`src/rtl/ee_rd_pkg.sv`:
```
// Package: shared constants and the state type of the EEPROM word reader.
// Assumes 8-bit register byte offsets and a 16-bit register data path.
package ee_rd_pkg;
    localparam logic [7:0] CTRL_OFS  = 8'h36;
    localparam logic [7:0] DATA_OFS  = 8'h34;
    localparam int         START_BIT = 9;
    localparam int         BUSY_BIT  = 15;
    localparam logic [1:0] RD_OPCODE = 2'b10;

    typedef enum logic [1:0] {
        ST_IDLE  = 2'd0,
        ST_SHIFT = 2'd1,
        ST_GAP   = 2'd2
    } ee_state_t;
endpackage

```
`src/rtl/ee_tick_gen.sv`:
```
// Module: produces a one-cycle tick every HALF_DIV system cycles. Each tick
// marks the end of one serial clock half period. The clear input restarts
// the count so that the first half period after a start is a full one.
// Assumes HALF_DIV >= 1.
module ee_tick_gen #(
    parameter int HALF_DIV = 4
) (
    input  logic clk,
    input  logic rst_n,
    input  logic clr,
    output logic tick
);
    localparam int CNT_W = (HALF_DIV > 1) ? $clog2(HALF_DIV) : 1;

    logic [CNT_W-1:0] cnt_q;

    assign tick = (cnt_q == CNT_W'(HALF_DIV - 1));

    // Count system cycles within one half period.
    always_ff @(posedge clk) begin
        if (!rst_n || clr || tick) cnt_q <= '0;
        else                       cnt_q <= cnt_q + 1'b1;
    end
endmodule

```
`src/rtl/ee_serial_engine.sv`:
```
// Module: runs one serial read frame. It sends the start bit, the opcode
// and the address, then captures DATA_W bits. After that it holds chip
// select low for two half periods before it returns to idle.
// Assumes that start is presented only while busy is low, and that tick
// comes from ee_tick_gen, cleared on the accepted start.
module ee_serial_engine
    import ee_rd_pkg::*;
#(
    parameter int HALF_DIV = 4,
    parameter int ADDR_W   = 8,
    parameter int DATA_W   = 16
) (
    input  logic              clk,
    input  logic              rst_n,
    input  logic              start,
    input  logic [ADDR_W-1:0] start_addr,
    input  logic              tick,
    output logic              busy,
    output logic              done,
    output logic [DATA_W-1:0] word,
    output logic              ee_cs,
    output logic              ee_sk,
    output logic              ee_di,
    input  logic              ee_do
);
    localparam int CMD_W   = 3 + ADDR_W;
    localparam int FRAME_W = CMD_W + DATA_W;
    localparam int IDX_W   = $clog2(FRAME_W);
    localparam int GAP_MIN = 2 * HALF_DIV;
    localparam int GAP_W   = $clog2(GAP_MIN + 1);

    ee_state_t         state_q;
    logic [CMD_W-1:0]  out_sr_q;
    logic [DATA_W-1:0] in_sr_q;
    logic [IDX_W-1:0]  idx_q;
    logic              gap_half_q;
    logic              cs_q;
    logic              sk_q;

    assign busy  = (state_q != ST_IDLE);
    assign done  = (state_q == ST_GAP) && tick && gap_half_q;
    assign word  = in_sr_q;
    assign ee_cs = cs_q;
    assign ee_sk = sk_q;
    assign ee_di = cs_q & out_sr_q[CMD_W-1];

    // Frame sequencer: one serial clock phase per tick.
    always_ff @(posedge clk) begin
        if (!rst_n) begin
            state_q    <= ST_IDLE;
            out_sr_q   <= '0;
            in_sr_q    <= '0;
            idx_q      <= '0;
            gap_half_q <= 1'b0;
            cs_q       <= 1'b0;
            sk_q       <= 1'b0;
        end else begin
            case (state_q)
                ST_IDLE: begin
                    if (start) begin
                        state_q  <= ST_SHIFT;
                        cs_q     <= 1'b1;
                        sk_q     <= 1'b0;
                        out_sr_q <= {1'b1, RD_OPCODE, start_addr};
                        idx_q    <= '0;
                    end
                end
                ST_SHIFT: begin
                    if (tick) begin
                        if (!sk_q) begin
                            sk_q <= 1'b1;
                            if (idx_q >= IDX_W'(CMD_W))
                                in_sr_q <= {in_sr_q[DATA_W-2:0], ee_do};
                        end else begin
                            sk_q <= 1'b0;
                            if (idx_q == IDX_W'(FRAME_W - 1)) begin
                                state_q    <= ST_GAP;
                                cs_q       <= 1'b0;
                                gap_half_q <= 1'b0;
                            end else begin
                                idx_q    <= idx_q + 1'b1;
                                out_sr_q <= out_sr_q << 1;
                            end
                        end
                    end
                end
                ST_GAP: begin
                    if (tick) begin
                        if (gap_half_q) state_q <= ST_IDLE;
                        else            gap_half_q <= 1'b1;
                    end
                end
                default: state_q <= ST_IDLE;
            endcase
        end
    end

    // Checker counter: cycles that chip select has been low, saturating.
    logic [GAP_W-1:0] low_cnt_q;
    always_ff @(posedge clk) begin
        if (!rst_n)                           low_cnt_q <= GAP_W'(GAP_MIN);
        else if (cs_q)                        low_cnt_q <= '0;
        else if (low_cnt_q != GAP_W'(GAP_MIN)) low_cnt_q <= low_cnt_q + 1'b1;
    end

    p_sk_needs_cs_r3: assert property (@(posedge clk) disable iff (!rst_n)
        !ee_cs |-> !ee_sk)
        else $error("serial clock active without chip select");

    p_sk_on_tick_r6: assert property (@(posedge clk) disable iff (!rst_n)
        !tick |=> $stable(ee_sk))
        else $error("serial clock moved between ticks");

    p_cs_gap_r9: assert property (@(posedge clk) disable iff (!rst_n)
        (state_q == ST_IDLE && start) |-> (low_cnt_q >= GAP_W'(GAP_MIN)))
        else $error("chip select gap too short");
endmodule

```
`src/rtl/eeprom_word_reader.sv`:
```
// Module: host register front end of the EEPROM word reader. The control
// register accepts a start command with a word address and reports busy.
// The data register holds the last word read. Register reads are
// combinational on reg_addr. Assumes one-cycle write strobes.
module eeprom_word_reader
    import ee_rd_pkg::*;
#(
    parameter int HALF_DIV = 4,
    parameter int ADDR_W   = 8,
    parameter int DATA_W   = 16
) (
    input  logic              clk,
    input  logic              rst_n,
    input  logic              reg_wen,
    input  logic [7:0]        reg_addr,
    input  logic [DATA_W-1:0] reg_wdata,
    output logic [DATA_W-1:0] reg_rdata,
    output logic              ee_cs,
    output logic              ee_sk,
    output logic              ee_di,
    input  logic              ee_do
);
    logic              busy;
    logic              eng_done;
    logic              tick;
    logic              cmd_hit;
    logic              accept;
    logic [DATA_W-1:0] eng_word;
    logic [ADDR_W-1:0] addr_q;
    logic [DATA_W-1:0] data_q;

    assign cmd_hit = reg_wen && (reg_addr == CTRL_OFS) && reg_wdata[START_BIT];
    assign accept  = cmd_hit && !busy;

    ee_tick_gen #(.HALF_DIV(HALF_DIV)) u_tick (
        .clk   (clk),
        .rst_n (rst_n),
        .clr   (accept),
        .tick  (tick)
    );

    ee_serial_engine #(
        .HALF_DIV (HALF_DIV),
        .ADDR_W   (ADDR_W),
        .DATA_W   (DATA_W)
    ) u_engine (
        .clk        (clk),
        .rst_n      (rst_n),
        .start      (accept),
        .start_addr (reg_wdata[ADDR_W-1:0]),
        .tick       (tick),
        .busy       (busy),
        .done       (eng_done),
        .word       (eng_word),
        .ee_cs      (ee_cs),
        .ee_sk      (ee_sk),
        .ee_di      (ee_di),
        .ee_do      (ee_do)
    );

    // Latch the word address of each accepted command.
    always_ff @(posedge clk) begin
        if (!rst_n)      addr_q <= '0;
        else if (accept) addr_q <= reg_wdata[ADDR_W-1:0];
    end

    // Load the data register when a frame completes.
    always_ff @(posedge clk) begin
        if (!rst_n)        data_q <= '0;
        else if (eng_done) data_q <= eng_word;
    end

    // Decode host register reads.
    always_comb begin
        reg_rdata = '0;
        if (reg_addr == CTRL_OFS) begin
            reg_rdata[ADDR_W-1:0] = addr_q;
            reg_rdata[BUSY_BIT]   = busy;
        end else if (reg_addr == DATA_OFS) begin
            reg_rdata = data_q;
        end
    end

    p_start_sets_busy_r2: assert property (@(posedge clk) disable iff (!rst_n)
        accept |=> busy)
        else $error("accepted command did not raise busy");

    p_busy_drops_ignore_r7: assert property (@(posedge clk) disable iff (!rst_n)
        (cmd_hit && busy) |=> $stable(addr_q))
        else $error("command accepted while busy");

    p_data_hold_r5: assert property (@(posedge clk) disable iff (!rst_n)
        !eng_done |=> $stable(data_q))
        else $error("data register changed outside completion");

    p_done_clears_busy_r5: assert property (@(posedge clk) disable iff (!rst_n)
        eng_done |=> !busy)
        else $error("busy still set after completion");
endmodule

```
`config.mk`:
```
export PLATFORM = sky130hd
export DESIGN_NAME = eeprom_word_reader
export DESIGN_NICKNAME = d
export VERILOG_FILES = /design/src/rtl/ee_rd_pkg.sv /design/src/rtl/ee_tick_gen.sv /design/src/rtl/ee_serial_engine.sv /design/src/rtl/eeprom_word_reader.sv
export SDC_FILE = /design/constraint.sdc
export NUM_CORES = 1
export LEC_CHECK = 0
export BUFFER_PORTS_ARGS = -buffer_cell sky130_fd_sc_hd__buf_2
export CAP_MARGIN = 20
export CORE_ASPECT_RATIO = 1.5
export CORE_MARGIN = 8
export CORE_UTILIZATION = 50
export CTS_CLUSTER_SIZE = 14
export DETAILED_ROUTE_END_ITERATION = 8
export PLACE_DENSITY = 0.75
export SYNTH_ARGS = -nofsm -noshare
export SYNTH_HDL_FRONTEND = slang
export SYNTH_SLANG_ARGS = --single-unit
```
`constraint.sdc`:
```
create_clock -name clk -period 1.75 [get_ports clk]
set_input_delay 0.175 -clock clk [delete_from_list [all_inputs] [get_ports clk]]
set_output_delay 0.175 -clock clk [all_outputs]
set_load 0.02 [all_outputs]
```
==> results_dict.tcl, run 1 <==
set metrics [dict create \
    fp-row-count 33 \
    via_per_inst 5.38 \
    synth_mux_area_frac 0.115 \
    start_util 0.513 \
    fin_tns_setup_ps 0 \
    fin_skew_ps 7.01 \
    pre_cts_ws_ps -128 \
    clk_path_buf_depth 2 \
    r2r_setup_slack_ps 90 \
    area_growth_pct 21.3 \
    clk_latency_ps 330 \
    antenna_found_initial 0 \
    cp-endpoint "u_engine.state_q[1]" \
    clock-root-buffer "clkbuf_8" \
    drt_iter0_markers 120 \
    remaining_drc_errors 0 \
    drive_gt1_frac 0.254 \
    cp.arrival_ps 1910 \
    synth-xor-area-share 0 \
    syn_inst 290 \
    synth_area_leaders "dfxtp_1, mux2i_1, nand2_1" \
    synth_nets 321 \
    status "complete, no violations" \
    yosysTopAreaCellShare 0.451 \
    gp_congestion 0.742 \
    hold_violations 0 \
    setup.worst_path.start "u_engine.idx_q[1]" \
    startpoint_type "flop" \
    rsz0062_at_grt "false" \
    synth.yosys.seq_area_share 0.451 \
    wl_per_cell_um 14.0 \
    synth-compound-area-share 0.162 \
    synth_simple_gate_area_frac 0.222 \
    finalCriticalPeriod_ps 1660 \
    diodes 0 \
    clk_pin_slew_ps 60 \
    rr_endpoint "u_engine.state_q[1]" \
    cts_tree "built" \
    clock_sinks 63 \
    dr.pass1.iters 4 \
    nets 373 \
    cts_hold_buffers 0 \
    slew_violations 0 \
    yosysWarningCount 0 \
    ant_nets 0 \
    synth-edff-count 0 \
    num_io_pins 47 \
    ys_ff_latch 63 \
    io_buffers 39 \
    die_h_um 108 \
    max-vdd-ir-drop_v 0.000684 \
    first_global_vias 2291 \
    critPathCaptureType "flop" \
    cts-htree-levels 3 \
    timing.fmax_mhz 604 \
    fp.dieArea_um2 8290 \
    yosysMostFrequentCell "dfxtp_1" \
    fin_crit_sh 0.946 \
    yosys-top-cells-count "dfxtp_1, nand2_1, mux2i_1" \
    detailroute.via_count 2238 \
    netlist_area_um2 2800 \
    setup_ws_ps 94.9 \
    hold_path_class "input port to flop" \
    grt_pass1_wl_mm 10.2 \
    numCtsBuffers 9 \
    synth.distinct_cells 43 \
    gr-usage-all-layers 0.149 \
    synthArstFlopShare 0 \
    powerDensity_nw_per_um2 852 \
    yosysTopAreaCell "dfxtp_1" \
    leakage_nw 1.39 \
    drv_cap 0 \
    grt_max_degree 46 \
    synth_flop_cell "dfxtp_1" \
    dp_hpwl_mm 4.18 \
    synth-adder-area-share 0.0134 \
    synth_top_family_by_area "simple AND/OR/NAND/NOR gates" \
    worstSetupPathType "flop to flop" \
    avgSynthCellArea_um2 9.64 \
    finalSetupViolCount 0 \
    die_w_um 77.1 \
    r2r_start "u_engine.idx_q[1]" \
    finalWirelength_mm 5.83 \
    core_um2 5450 \
    slew_headroom 0.735 \
    grt_overflow 0 \
    rr_worst_depth 6 \
    max_slew.worst_pin.slew_ps 398 \
    crit_fanout 4 \
    critPathRequiredTime_ps 2010 \
]
==> metal layers <==
layer / vias up / wire length [um] / share of wire / track usage
li1: 1120 / - / - / -
met1: 1063 / 2510 / 0.43 / 0.162
met2: 44 / 2940 / 0.50 / 0.257
met3: 11 / 225 / 0.039 / 0.0326
met4: 0 / 157 / 0.027 / 0.0962
met5: - / 0 / 0 / 0
==> report_power, final <==
| part | internal [mW] | switching (mW) |
|---|---|---|
| Clock | 0.828 | 0.518 |
| Combinational | 0.0478 | 0.0468 |
| Sequential | 1.44 | 0.00507 |
==> worst max-delay path: stages (launching register included) <==
cell and delay (ps):
dfxtp_2 340, buf_4 110, ha_1 150, and4b_2 280, nand3_1 110, or3b_2 450
a21boi_0 140
==> through the flow <==
step / power (mW) / hold WS [ps] / cell area [um^2] / utilization / instances
final: 2.89 / 91.3 / 3390 / 0.622 / 416
after global routing: 2.99 / 126 / 3390 / 0.622 / 416
after CTS: 2.91 / 79.8 / 3380 / 0.620 / 416
after detailed placement: 1.57 / 426 / 3150 / 0.578 / 400
after global placement: 1.57 / 413 / 3150 / 0.578 / 400
after floorplan: 1.53 / 317 / 2800 / - / 290
==> placed cells by master (no fill, tap or decap), types with 2 or more instances in the layout <==
| master | netlist | layout |
|---|---|---|
| or3_1 | 2 | 2 |
| o21ai_1 | 9 | 9 |
| o21ai_0 | 4 | 4 |
| a21boi_1 | 3 | 3 |
| nor2b_1 | 9 | 9 |
| dfxtp_1 | 63 | 62 |
| buf_2 | 5 | 39 |
| nor3_4 | 2 | 2 |
| o211a_1 | 7 | 7 |
| a22o_1 | 9 | 9 |
| nand2b_1 | 3 | 3 |
| bufinv_16 | 0 | 2 |
| and3_1 | 2 | 2 |
| o311a_1 | 2 | 2 |
| nand3b_1 | 3 | 3 |
| mux2i_1 | 32 | 32 |
| nand3_1 | 4 | 4 |
| clkbuf_8 | 0 | 10 |
| a21boi_0 | 16 | 16 |
| and2_1 | 11 | 11 |
| a21oi_1 | 3 | 3 |
| or2_4 | 1 | 2 |
| ha_1 | 3 | 3 |
| buf_12 | 0 | 2 |
| buf_4 | 3 | 20 |
| nor2_1 | 3 | 3 |
| o221a_1 | 3 | 3 |
| clkinv_2 | 0 | 2 |
| nand2_1 | 58 | 58 |
==> worst min-delay path by stage <==
stage	startpoint	to	slack, ps	cells past startpoint
2_1_floorplan	ee_do	u_engine.word[0]	320	2
3_3_place_gp	u_tick.cnt_q[0]	u_tick.cnt_q[0]	410	1
3_5_place_dp	u_tick.cnt_q[0]	u_tick.cnt_q[0]	430	1
4_1_cts	ee_do	u_engine.word[0]	80	3
5_1_grt	reg_wdata[3]	addr_q[3]	130	3
6_report	ee_do	u_engine.word[0]	90	3
==> timing repair <==
action	CTS	global route
setup buffers	1	0
gates resized for setup	0	4
pin swaps	1	1
endpoints found under the setup margin	16	24
==> registers in the layout (all words and copies together) (netlist names) <==
register	count
data_q	16
u_engine.word	16
u_engine.out_sr_q	11
addr_q	8
u_engine.idx_q	5
u_engine.state_q	2
u_tick.cnt_q	2
u_engine.ee_cs	1
u_engine.ee_sk	1
u_engine.gap_half_q	1
==> kinds of logic after synthesis <==
| logic type | Yosys count |
|---|---|
| AO/OA/AOI/OAI | 59 |
| adder cells (fa/ha/maj) | 3 |
| multiplexers | 32 |
| flip-flops | 63 |
| AND/OR/NAND/NOR | 112 |
| buffers and inverters | 21 |
==> final cells by class <==
cell class	instances	area, um^2
flip-flops and latches	63	1260
clock inverters	4	70.1
multi-input cells	206	1440
fillers	495	2060
repair buffers	61	385
inverters	1	3.75
well taps	70	87.6
clock buffers	11	141
Note: power is estimated with default switching activity, not from simulation.
==> run 2, diff against run 1 <==
Settings changed: CAP_MARGIN 20 to not set, CORE_MARGIN 8 to 2, RECOVER_POWER set to 100.
==> results_dict.tcl, run 2 (same netlist as run 1, synthesis figures left out) <==
set metrics [dict create \
    finalWirelength_mm 5.64 \
    hold_violations 0 \
    clk_latency_ps 340 \
    die_w_um 65.1 \
    wl_per_cell_um 13.5 \
    worstSetupPathType "flop to flop" \
    whs_ps 81.7 \
    hold_path_class "input port to flop" \
    first_global_vias 2185 \
    clk_path_buf_depth 2 \
    route.met2.wl_mm 2.93 \
    area_growth_pct 17.9 \
    wl_met1_mm 2.47 \
    powerDensity_nw_per_um2 791 \
    grt_max_degree 69 \
    fin_skew_ps 6.22 \
    pre_cts_ws_ps -144 \
    num_io_pins 47 \
    finalCriticalPeriod_ps 1670 \
    finalSetupViolCount 0 \
    top_layer_used "met4" \
    start_util 0.513 \
    clock_sinks 63 \
    placed_cell_area_um2 3170 \
    gr-usage-all-layers 0.201 \
    wl_met3_um 137 \
    max_slew.worst_pin.slew_ps 373 \
    leakage_nw 1.32 \
    fin_crit_sh 0.953 \
    remaining_drc_errors 0 \
    grt_pass1_wl_mm 9.59 \
    utilization 0.605 \
    critPathRequiredTime_ps 2030 \
    nets 374 \
    final_common_cell "dfxtp_1" \
    drv_cap 0 \
    ant_nets 0 \
    cts_tree "built" \
    clock-root-buffer "clkbuf_8" \
    fp-row-count 33 \
    core_um2 5450 \
    drt_iter0_markers 80 \
    clk_pin_slew_ps 60 \
    fp.dieArea_um2 6220 \
    critPathCaptureType "flop" \
    dp_hpwl_mm 3.91 \
    startpoint_type "flop" \
    status "complete, no violations" \
    most-common-layout-cells "dfxtp_1, nand2_1, mux2i_1, buf_2, a21boi_0" \
    drive_gt1_frac 0.213 \
    gp_congestion 0.747 \
    setup_ws_ps 81.8 \
    die_h_um 95.6 \
    antenna_found_initial 0 \
    io_buffers 39 \
    post-route-cell-area_um2 3300 \
    grt_overflow 0 \
    slew_violations 0 \
    cts-htree-levels 3 \
    rsz0062_at_grt "false" \
    timing.fmax_mhz 599 \
    dr.pass1.iters 4 \
    max-vdd-ir-drop_v 0.000484 \
    slew_headroom 0.749 \
    diodes 0 \
    detailroute.via_count 2203 \
    crit_fanout 5 \
    cp.arrival_ps 1940 \
    numCtsBuffers 9 \
    via_per_inst 5.28 \
]
[run 2: final timing paths]
path                     start                 to  slack (ps)  depth (start not counted)
max          u_engine.idx_q[0]  u_engine.idx_q[4]          80                          7
min                      ee_do   u_engine.word[0]          80                          3
max reg2reg  u_engine.idx_q[0]  u_engine.idx_q[4]          80                          7
min reg2reg    u_tick.cnt_q[0]    u_tick.cnt_q[0]         440                          1
[run 2: final cells by class]
| cell class | count | area [um^2] |
|---|---|---|
| Clock inverter | 4 | 22.5 |
| Clock buffer | 11 | 141 |
| Tap cell | 70 | 87.6 |
| Inverter | 1 | 3.75 |
| Timing Repair Buffer | 62 | 382 |
| Multi-Input combinational cell | 206 | 1400 |
| Fill cell | 521 | 2150 |
| Sequential cell | 63 | 1260 |
[run 2: per-layer routing]
layer,global-route usage,up-vias
li1,-,1128
met1,0.227,1034
met2,0.345,32
met3,0.0579,9
met4,0.101,0
met5,0,-
[run 2: where the power goes]
group	switching (mW)	internal, mW
clock	0.530	0.537
sequential	0.00534	1.44
combinational	0.0448	0.0473
total	0.580	2.03
[run 2: timing repair]
| action | in CTS | in global routing |
|---|---|---|
| pin swaps | 1 | 2 |
| buffers inserted | 1 | 0 |
| setup endpoints to repair | 16 | 12 |
| hold buffers | 0 | 0 |
| gates resized for setup | 0 | 1 |
[run 2: stage by stage]
step	TNS, ps	total power, mW	std cells
after detailed placement	-2110	1.57	401
after global routing	0	2.72	417
after global placement	-825	1.57	401
after CTS	0	2.64	417
final	0	2.61	417
after floorplan	0	1.53	290
[run 2: critical path, stage by stage, from the launching register on]
cell and delay, ps:
dfxtp_1 370, inv_1 80, ha_1 190, and4b_2 260, nor3_4 200, clkbuf_2 190
and2_1 140, o221a_1 170
==> run 3, diff against run 2 <==
Settings changed: ABC_AREA set to 1.
==> results_dict.tcl, run 3 <==
set metrics [dict create \
    drive_gt1_frac 0.156 \
    leakage_nw 1.36 \
    critPathCaptureType "flop" \
    dr.pass1.iters 4 \
    dp_hpwl_mm 4.54 \
    ant_nets 0 \
    synthArstFlopShare 0 \
    cp.arrival_ps 1860 \
    max_slew.worst_pin.slew_ps 456 \
    combPwrFrac 0.258 \
    final_common_cell "nor2_1" \
    nets 480 \
    cts-htree-levels 3 \
    synth_flop_cell "dfxtp_1" \
    clockPowerShare 0.333 \
    synth_area_leaders "dfxtp_1, nor2_1, nand2_1" \
    slew_violations 0 \
    hold_path_class "input port to flop" \
    most-common-layout-cells "nor2_1, nand2_1, dfxtp_1, o21ai_0" \
    critPathRequiredTime_ps 1980 \
    die_w_um 65.6 \
    yosysMostFrequentCell "nor2_1" \
    gp_congestion 0.845 \
    finalCriticalPeriod_ps 1630 \
    syn_inst 405 \
    fin_skew_ps 6.45 \
    die_h_um 96.4 \
    fp-row-count 33 \
    clk_path_buf_depth 2 \
    remaining_drc_errors 0 \
    yosysWarningCount 0 \
    yosysTopAreaCellShare 0.443 \
    finalWirelength_mm 6.36 \
    num_io_pins 47 \
    clock-root-buffer "clkbuf_8" \
    p_sw_mw 1.35 \
    cts_hold_buffers 0 \
    antenna_found_initial 0 \
    synth.distinct_cells 27 \
    grt_overflow 0 \
    clock_sinks 63 \
    utilization 0.607 \
    timing.fmax_mhz 615 \
    synth_nets 436 \
    placed_cell_area_um2 3120 \
    drt_iter0_markers 143 \
    yosys-top-cells-count "nor2_1, nand2_1, dfxtp_1" \
    diodes 0 \
    grt_pass1_wl_mm 10.7 \
    yosysTopAreaCell "dfxtp_1" \
    fp.dieArea_um2 6330 \
    slew_headroom 0.696 \
    finalSetupViolCount 0 \
    gr-usage-all-layers 0.219 \
    p_seq_frac 0.408 \
    first_global_vias 2458 \
    io_buffers 39 \
    start_util 0.519 \
    p_sw_frac 0.325 \
    wl_per_cell_um 12.1 \
    numCtsBuffers 9 \
    clk_latency_ps 350 \
    powerDensity_nw_per_um2 1240 \
    startpoint_type "flop" \
    core_um2 5490 \
    post-route-cell-area_um2 3330 \
    grt_max_degree 32 \
    hold_violations 0 \
    max-vdd-ir-drop_v 0.000996 \
    fin_crit_sh 0.929 \
    synth-edff-count 0 \
    netlist_area_um2 2850 \
    ys_ff_latch 63 \
    detailroute.via_count 2702 \
    avgSynthCellArea_um2 7.03 \
    cts_tree "built" \
    drv_cap 0 \
    via_per_inst 5.16 \
    fin_tns_setup_ps 0 \
    area_growth_pct 17.0 \
    p_int_mw 2.79 \
    clk_pin_slew_ps 70 \
    crit_fanout 9 \
    status "complete, no violations" \
    worstSetupPathType "flop to flop" \
    rsz0062_at_grt "false" \
    synth.yosys.seq_area_share 0.443 \
]
[run 3: power by group through the flow]
stage | sequential, mW | combinational [mW] | clock, mW
floorplan | 1.71 | 0.790 | 0
global placement | 1.71 | 1.00 | 0
detailed placement | 1.71 | 1.03 | 0
CTS | 1.69 | 1.04 | 1.39
global route | 1.71 | 1.20 | 1.46
finish | 1.69 | 1.07 | 1.38
[run 3: worst paths after layout]
kind              cells after the start             from  slack [ps]          endpoint
setup reg to reg                      7  u_tick.cnt_q[0]         120         data_q[0]
hold reg to reg                       1  u_tick.cnt_q[0]         430   u_tick.cnt_q[0]
hold / removal                        3            ee_do          90  u_engine.word[0]
setup / recovery                      7  u_tick.cnt_q[0]         120         data_q[0]
[run 3: final cells by class]
type | count | area (um^2)
clock buffer | 10 | 128
clock inverter | 6 | 85.1
fill | 546 | 2160
inverter | 39 | 146
multi-input combinational | 281 | 1320
sequential | 63 | 1260
tap | 70 | 87.6
timing repair buffer | 55 | 305
[run 3: cells by family (layout without fill, tap and decap cells)]
group	count (synthesis)	in the layout	synth area share
flops	63	63	0.443
compound gates	89	89	0.159
fa+ha+maj	3	3	0.0132
buf+inv	61	110	0.0953
simple gates	189	189	0.290
[run 3: timing repair]
item,in CTS,in global routing
setup endpoints to repair,0,44
setup buffers,0,2
hold endpoints to repair,0,0
gates resized for setup,0,3
[run 3: worst max-delay path, stage by stage, from the launching register on]
cell and delay [ps]:
dfxtp_1 330, ha_1 280, inv_2 100, nor2_1 150, nand2_1 130, buf_4 190, o21ai_0 240, a21oi_1 80
[run 3: metal layers]
| layer | vias up | wire [um] | share of wire | GRT usage |
|---|---|---|---|---|
| li1 | 1398 | - | - | - |
| met1 | 1225 | 2650 | 0.42 | 0.243 |
| met2 | 61 | 3290 | 0.52 | 0.388 |
| met3 | 18 | 243 | 0.038 | 0.0417 |
| met4 | 0 | 170 | 0.027 | 0.123 |
| met5 | - | 0 | 0 | 0 |
[run 3: stage by stage]
stage / cells / setup slack (ps) / hold WS, ps / total power [mW]
final: 524 / 124 / 91.0 / 4.14
after global routing: 524 / 18.8 / 105 / 4.37
after CTS: 522 / 37.0 / 88.0 / 4.12
after detailed placement: 506 / 42.0 / 417 / 2.74
after global placement: 506 / 97.0 / 407 / 2.71
after floorplan: 405 / 243 / 304 / 2.50
